## src/rtl/vor_pkg.sv

```systemverilog
package vor_pkg;
  localparam int unsigned NUM_SRC = 3;
  localparam int unsigned LANES   = 4;

  typedef enum logic [1:0] {
    KIND_IN   = 2'd0,
    KIND_TMP  = 2'd1,
    KIND_UNI  = 2'd2,
    KIND_NONE = 2'd3
  } src_kind_e;

  typedef struct packed {
    logic [LANES-1:0][1:0] sel;
    logic                  neg;
  } src_desc_t;

  typedef struct packed {
    src_desc_t [NUM_SRC-1:0] src;
    logic [LANES-1:0]        mask;
  } pattern_t;

  localparam int unsigned PAT_W = $bits(pattern_t);
endpackage

```

## src/rtl/vor_pattern_table.sv

```systemverilog
module vor_pattern_table
  import vor_pkg::*;
#(
  parameter int unsigned DEPTH = 16,
  localparam int unsigned AW   = $clog2(DEPTH)
) (
  input  logic          clk_i,
  input  logic          rst_ni,
  input  logic          we_i,
  input  logic [AW-1:0] waddr_i,
  input  pattern_t      wdata_i,
  input  logic [AW-1:0] raddr_a_i,
  output pattern_t      rdata_a_o,
  input  logic [AW-1:0] raddr_b_i,
  output pattern_t      rdata_b_o
);
  pattern_t tbl_q [DEPTH];

  always_ff @(posedge clk_i or negedge rst_ni) begin
    if (!rst_ni) begin
      for (int e = 0; e < int'(DEPTH); e++) tbl_q[e] <= '0;
    end else if (we_i) begin
      tbl_q[waddr_i] <= wdata_i;
    end
  end

  assign rdata_a_o = tbl_q[raddr_a_i];
  assign rdata_b_o = tbl_q[raddr_b_i];
endmodule

```

## src/rtl/vor_src_former.sv

```systemverilog
module vor_src_former
  import vor_pkg::*;
#(
  parameter int unsigned COMP_W = 24,
  parameter int unsigned IDX_W  = 7,
  localparam int unsigned VEC_W = LANES * COMP_W
) (
  input  logic             clk_i,
  input  logic             rst_ni,
  input  logic             issue_i,
  input  logic [1:0]       kind_i,
  input  logic [IDX_W-1:0] idx_i,
  input  logic [IDX_W-1:0] ofs_i,
  input  src_desc_t        desc_i,
  output logic [IDX_W-1:0] rd_idx_o,
  input  logic [VEC_W-1:0] rd_data_i,
  output logic [VEC_W-1:0] opnd_o
);
  logic [VEC_W-1:0] swz;
  logic [VEC_W-1:0] opnd_q;

  assign rd_idx_o = idx_i + ofs_i;

  always_comb begin
    swz = '0;
    for (int i = 0; i < int'(LANES); i++) begin
      logic [COMP_W-1:0] c;
      c = rd_data_i[int'(desc_i.sel[i])*COMP_W +: COMP_W];
      if (kind_i == KIND_NONE) c = '0;
      c[COMP_W-1] = c[COMP_W-1] ^ desc_i.neg;
      swz[i*COMP_W +: COMP_W] = c;
    end
  end

  always_ff @(posedge clk_i or negedge rst_ni) begin
    if (!rst_ni)      opnd_q <= '0;
    else if (issue_i) opnd_q <= swz;
  end

  assign opnd_o = opnd_q;
endmodule

```

## src/rtl/vor_wb_steer.sv

```systemverilog
module vor_wb_steer
  import vor_pkg::*;
#(
  parameter int unsigned COMP_W     = 24,
  parameter int unsigned IDX_W      = 7,
  parameter int unsigned FILE_DEPTH = 16,
  localparam int unsigned FAW       = $clog2(FILE_DEPTH),
  localparam int unsigned VEC_W     = LANES * COMP_W
) (
  input  logic             clk_i,
  input  logic             rst_ni,
  input  logic             valid_i,
  input  logic [IDX_W-1:0] dest_i,
  input  logic [LANES-1:0] mask_i,
  input  logic [VEC_W-1:0] data_i,
  output logic [LANES-1:0] out_we_o,
  output logic [LANES-1:0] tmp_we_o,
  output logic [FAW-1:0]   wr_idx_o,
  output logic [VEC_W-1:0] wr_data_o
);
  localparam logic [IDX_W-1:0] TMP_BASE = IDX_W'(FILE_DEPTH);
  localparam logic [IDX_W-1:0] LIMIT    = IDX_W'(2 * FILE_DEPTH);

  logic             hit_out, hit_tmp;
  logic [LANES-1:0] out_we_q, tmp_we_q;
  logic [FAW-1:0]   idx_q;
  logic [VEC_W-1:0] data_q;

  assign hit_out = valid_i && (dest_i < TMP_BASE);
  assign hit_tmp = valid_i && (dest_i >= TMP_BASE) && (dest_i < LIMIT);

  always_ff @(posedge clk_i or negedge rst_ni) begin
    if (!rst_ni) begin
      out_we_q <= '0;
      tmp_we_q <= '0;
      idx_q    <= '0;
      data_q   <= '0;
    end else begin
      out_we_q <= hit_out ? mask_i : '0;
      tmp_we_q <= hit_tmp ? mask_i : '0;
      if (valid_i) begin
        idx_q  <= dest_i[FAW-1:0];  // both bases are multiples of FILE_DEPTH
        data_q <= data_i;
      end
    end
  end

  assign out_we_o  = out_we_q;
  assign tmp_we_o  = tmp_we_q;
  assign wr_idx_o  = idx_q;
  assign wr_data_o = data_q;
endmodule

```

## src/rtl/vec_operand_router.sv

```systemverilog
module vec_operand_router
  import vor_pkg::*;
#(
  parameter int unsigned COMP_W     = 24,
  parameter int unsigned IDX_W      = 7,
  parameter int unsigned PAT_DEPTH  = 16,
  parameter int unsigned FILE_DEPTH = 16,
  localparam int unsigned PAW       = $clog2(PAT_DEPTH),
  localparam int unsigned FAW       = $clog2(FILE_DEPTH),
  localparam int unsigned VEC_W     = LANES * COMP_W
) (
  input  logic                       clk_i,
  input  logic                       rst_ni,
  input  logic                       pat_we_i,
  input  logic [PAW-1:0]             pat_waddr_i,
  input  logic [PAT_W-1:0]           pat_wdata_i,
  input  logic                       issue_i,
  input  logic [PAW-1:0]             desc_id_i,
  input  logic [NUM_SRC*2-1:0]       src_kind_i,
  input  logic [NUM_SRC*IDX_W-1:0]   src_idx_i,
  input  logic [1:0]                 addr_sel_i,
  input  logic                       src_inv_i,
  input  logic [IDX_W-1:0]           addr0_i,
  input  logic [IDX_W-1:0]           addr1_i,
  output logic [NUM_SRC*2-1:0]       rd_kind_o,
  output logic [NUM_SRC*IDX_W-1:0]   rd_idx_o,
  input  logic [NUM_SRC*VEC_W-1:0]   rd_data_i,
  output logic                       opnd_valid_o,
  output logic [NUM_SRC*VEC_W-1:0]   opnd_o,
  input  logic                       wb_valid_i,
  input  logic [PAW-1:0]             wb_desc_id_i,
  input  logic [IDX_W-1:0]           wb_dest_i,
  input  logic [VEC_W-1:0]           wb_data_i,
  output logic [LANES-1:0]           out_we_o,
  output logic [LANES-1:0]           tmp_we_o,
  output logic [FAW-1:0]             wr_idx_o,
  output logic [VEC_W-1:0]           wr_data_o
);
  pattern_t         iss_pat, wb_pat;
  logic [IDX_W-1:0] ofs_val;
  logic             valid_q;

  vor_pattern_table #(.DEPTH(PAT_DEPTH)) u_pat (
    .clk_i     (clk_i),
    .rst_ni    (rst_ni),
    .we_i      (pat_we_i),
    .waddr_i   (pat_waddr_i),
    .wdata_i   (pattern_t'(pat_wdata_i)),
    .raddr_a_i (desc_id_i),
    .rdata_a_o (iss_pat),
    .raddr_b_i (wb_desc_id_i),
    .rdata_b_o (wb_pat)
  );

  always_comb begin
    unique case (addr_sel_i)
      2'd1:    ofs_val = addr0_i;
      2'd2:    ofs_val = addr1_i;
      default: ofs_val = '0;
    endcase
  end

  assign rd_kind_o = src_kind_i;

  for (genvar s = 0; s < int'(NUM_SRC); s++) begin : g_src
    logic [IDX_W-1:0] ofs_s;
    // offset sits on source 0, or on source 1 when inverted
    assign ofs_s = ((s == 0 && !src_inv_i) || (s == 1 && src_inv_i)) ? ofs_val : '0;

    vor_src_former #(.COMP_W(COMP_W), .IDX_W(IDX_W)) u_src (
      .clk_i     (clk_i),
      .rst_ni    (rst_ni),
      .issue_i   (issue_i),
      .kind_i    (src_kind_i[s*2 +: 2]),
      .idx_i     (src_idx_i[s*IDX_W +: IDX_W]),
      .ofs_i     (ofs_s),
      .desc_i    (iss_pat.src[s]),
      .rd_idx_o  (rd_idx_o[s*IDX_W +: IDX_W]),
      .rd_data_i (rd_data_i[s*VEC_W +: VEC_W]),
      .opnd_o    (opnd_o[s*VEC_W +: VEC_W])
    );
  end

  always_ff @(posedge clk_i or negedge rst_ni) begin
    if (!rst_ni) valid_q <= 1'b0;
    else         valid_q <= issue_i;
  end
  assign opnd_valid_o = valid_q;

  vor_wb_steer #(
    .COMP_W(COMP_W), .IDX_W(IDX_W), .FILE_DEPTH(FILE_DEPTH)
  ) u_wb (
    .clk_i     (clk_i),
    .rst_ni    (rst_ni),
    .valid_i   (wb_valid_i),
    .dest_i    (wb_dest_i),
    .mask_i    (wb_pat.mask),
    .data_i    (wb_data_i),
    .out_we_o  (out_we_o),
    .tmp_we_o  (tmp_we_o),
    .wr_idx_o  (wr_idx_o),
    .wr_data_o (wr_data_o)
  );
endmodule

```

## config.mk

```make
export PLATFORM = sky130hd
export DESIGN_NAME = vec_operand_router
export DESIGN_NICKNAME = d
export VERILOG_FILES = /design/src/rtl/vor_pkg.sv /design/src/rtl/vor_pattern_table.sv /design/src/rtl/vor_src_former.sv /design/src/rtl/vor_wb_steer.sv /design/src/rtl/vec_operand_router.sv
export SDC_FILE = /design/constraint.sdc
export NUM_CORES = 2
export LEC_CHECK = 0
export BUFFER_PORTS_ARGS = -buffer_cell sky130_fd_sc_hd__buf_2
export CORE_AREA = 2 2 353 355
export CTS_CLUSTER_SIZE = 10
export DETAILED_ROUTE_END_ITERATION = 16
export DIE_AREA = 0 0 355 357
export GPL_ROUTABILITY_DRIVEN = 0
export PLACE_DENSITY_LB_ADDON = 0.2
export SETUP_SLACK_MARGIN = 0.4
export SLEW_MARGIN = 30
export SYNTH_ARGS = -nofsm -noshare
export SYNTH_HDL_FRONTEND = slang
export SYNTH_SLANG_ARGS = --single-unit
export TNS_END_PERCENT = 10
```

## constraint.sdc

```tcl
create_clock -name clk_i -period 3.2 [get_ports clk_i]
set_clock_uncertainty 0.15 [all_clocks]
set_input_delay 0.16 -clock clk_i [delete_from_list [all_inputs] [get_ports clk_i]]
set_output_delay 0.16 -clock clk_i [all_outputs]
set_load 0.005 [all_outputs]
```

==> flow_metrics.env <==
export IMPL_outcome="complete, no violations"
export IMPL_core_area_sq_um=123000
export IMPL_holdCritPathClass="in -> reg"
export IMPL_clock_latency_ns=0.74
export IMPL_final_cells=6069
export IMPL_vias_per_cell=5.59
export IMPL_cp_start_kind="input pin"
export IMPL_finalHoldViolCount=0
export IMPL_synth_edf_count=0
export IMPL_grt_remaining_overflow=0
export IMPL_holdWs_ns=0.0559
export IMPL_drc=0
export IMPL_yosys_cell_count_top_type="dfrtp_1"
export IMPL_synth_cells=2980
export IMPL_maxUsedRoutingLayer="met5"
export IMPL_vias=33935
export IMPL_wl_met1_mm=67.7
export IMPL_drt_pass1_iterations=5
export IMPL_synth_avg_cell_area_sq_um=15.2
export IMPL_timing_final_crit_share_pct=87.4
export IMPL_critPathTopFamily="compound AO/OA/AOI/OAI gates"
export IMPL_synth_async_reset_ratio_pct=100
export IMPL_fmax_mhz=358
export IMPL_synth_nets=3479
export IMPL_yosysTopAreaCellShare_pct=49.4
export IMPL_worst_pin_slew_ns=0.827
export IMPL_start_util_pct=36.8
export IMPL_htree_levels=3
export IMPL_drv_cap=0
export IMPL_relSlewSlack_pct=43.7
export IMPL_clock_path_buffers=3
export IMPL_rsz0062_at_grt="true"
export IMPL_yosysSeqAreaShare_pct=49.4
export IMPL_rows=129
export IMPL_ant_nets=0
export IMPL_grt_pass1_vias=34914
export IMPL_powerDensity_nw_per_um2=620
export IMPL_final_min_clock_period_ns=2.80
export IMPL_worstPathRequired_ns=2.89
export IMPL_wl_mm=158
export IMPL_area_growth_pct=34.2
export IMPL_grt_max_degree=90
export IMPL_path_buf_inv=4
export IMPL_synthTopCellsByCount="893 x dfrtp_1, 608 x mux2_2, 320 x mux4_2, 207 x a22o_1, 156 x mux2i_1"
export IMPL_path_class="in -> out"
export IMPL_grt_pass1_wl_mm=232
export IMPL_synth_largest_area_cell="dfrtp_1"
export IMPL_dr_wl_met2_mm=75.9
export IMPL_end_kind="output port"
export IMPL_peakVddDrop_uv=525
export IMPL_crit_path_top_delay_cell="or2_2"
export IMPL_wl_met3_mm=9.75
export IMPL_cp_max_fo=7
export IMPL_cts_tree="yes"
export IMPL_hpwl_mm=107
export IMPL_numCtsBuffers=105
export IMPL_postLayoutCellArea_sq_um=60700
export IMPL_fin_nets=4874
export IMPL_tns_ns=0
export IMPL_synth_area_sq_um=45200
export IMPL_rrSetupSlack_ns=0.46
export IMPL_grt_usage_pct=24.3
export IMPL_clk_pin_slew_ns=0.06
export IMPL_drive_gt1_share_pct=48.8
export IMPL_placement_io_buffers=892
export IMPL_ys_types=47
export IMPL_maxSlewViolCount=0
export IMPL_yosys_register_bits=893
export IMPL_synth_warnings=0
export IMPL_synth_area_top_cells="dfrtp_1 49%, mux4_2 16%, mux2_2 15%"
export IMPL_die_h_um=357
export IMPL_cpPeakStageDelay_ns=0.31
export IMPL_synthFlopType="dfrtp_1"
export IMPL_antenna_found_initial=28
export IMPL_p_leak_nw=27.1
export IMPL_cts_sinks=893
export IMPL_die_area_sq_um=127000
export IMPL_setup_viol=0
export IMPL_placed_cells=5372
export IMPL_cp_data_arrival_time_ns=2.49
export IMPL_postPlaceCellArea_sq_um=52100
export IMPL_crit_chain="buf_2 > inv_1 > ha_2 > or2_4 > or2_2 > inv_1 > ha_1 > a21o_1 > a21oi_1 > o21ai_0 > a21oi_1 > xnor2_1 > buf_2"
export IMPL_io_pins=907
export IMPL_cts_root_buf="clkbuf_16"
export IMPL_die_w_um=355
export IMPL_drt_iter0_markers=2779
export IMPL_wire_per_inst_um=26.1
==> sequential cells by signal, indices dropped and copies added, names as in the netlist <==
| signal | cells |
|---|---|
| u_wb.wr_idx_o | 4 |
| u_wb.wr_data_o | 96 |
| u_wb.out_we_o | 4 |
| opnd_valid_o | 1 |
| g_src.u_src.opnd_o | 288 |
| u_wb.tmp_we_o | 4 |
| u_pat.tbl_q | 496 |
==> power breakdown <==
group / leakage [nW] / internal, W / switching [W]
combinational: 14.5 / 0.00629 / 0.00505
sequential: 11.0 / 0.0137 / 0.00134
clock: 1.51 / 0.00630 / 0.00490
==> metrics by stage <==
| stage | total power (W) | setup slack [ns] | utilization, % |
|---|---|---|---|
| 2_1_floorplan | 0.0218 | 0.582 | - |
| 3_3_place_gp | 0.0257 | 0.00949 | 42.4 |
| 3_5_place_dp | 0.0259 | -0.00678 | 42.4 |
| 4_1_cts | 0.0379 | 0.357 | 49.2 |
| 5_1_grt | 0.0394 | 0.257 | 49.3 |
| 6_report | 0.0376 | 0.403 | 49.3 |
==> kinds of logic after synthesis <==
kind of cell    Yosys count  share of synthesized area [%]
buf+inv                 288                           3.30
xor+xnor                 10                          0.194
compound gates          414                           7.67
mux                    1120                           36.4
fa+ha+maj                16                          0.476
simple gates            239                           2.54
flops                   893                           49.4
==> final cells by class <==
type                       count  area [sq um]
sequential                   893         22300
clock buffer                 139          2870
antenna                       11          27.5
inverter                      21          86.3
multi-input combinational   1799         21600
timing repair buffer        1555         11500
tap                         1637          2050
clock inverter                14           256
fill                       10759         62300
==> worst reg2reg max path, delay by kind of cell, from the launching register on <==
| kind | cells | cell delay [ns] |
|---|---|---|
| multiplexers | 3 | 1.08 |
| AO/OA/AOI/OAI | 3 | 0.81 |
| flip-flops | 1 | 0.38 |
| buffers and inverters | 1 | 0.21 |
==> cells in the final DEF, fill, tap and decap left out, types with 18 or more instances in the layout <==
master and n:
a22o_1 207, a22oi_1 28, and2_1 19, buf_12 52, buf_2 887, buf_4 85
clkbuf_1 23, clkbuf_16 105, dfrtp_1 893, dlygate4sd3_1 527, inv_1 20, mux2_2 608
mux2i_1 156, mux2i_4 27, mux4_2 320, nand2_1 101, nand2b_1 23, nor2_1 27
o221ai_1 69, o22ai_1 18
==> per-layer routing <==
metal	GRT usage, %	vias up
met5	0	-
met1	33.1	17906
met3	4.67	335
li1	-	14421
met2	39.4	1253
met4	7.25	20
==> worst paths after layout <==
path / start / to / cells after the start
min: wb_data_i[53] / u_wb.wr_data_o[53] / 3
min in group asynchronous: rst_ni / u_pat.tbl_q[147] / 4
max reg2reg: u_pat.tbl_q[308] / g_src[2].u_src.opnd_o[95] / 7
max: addr_sel_i[0] / rd_idx_o[5] / 13
min reg2reg: g_src[2].u_src.opnd_o[78] / g_src[2].u_src.opnd_o[78] / 2
max in group asynchronous: rst_ni / u_pat.tbl_q[143] / 5
==> repair_timing <==
item / in CTS / in global routing
setup endpoints to repair: 3 / 42
setup buffers: 2 / 3
endpoints found under the hold margin: 1560 / 0
hold buffers: 528 / 0
gates resized for setup: 3 / 19
pin swaps: 2 / 2
(Power assumes the default switching activity.)
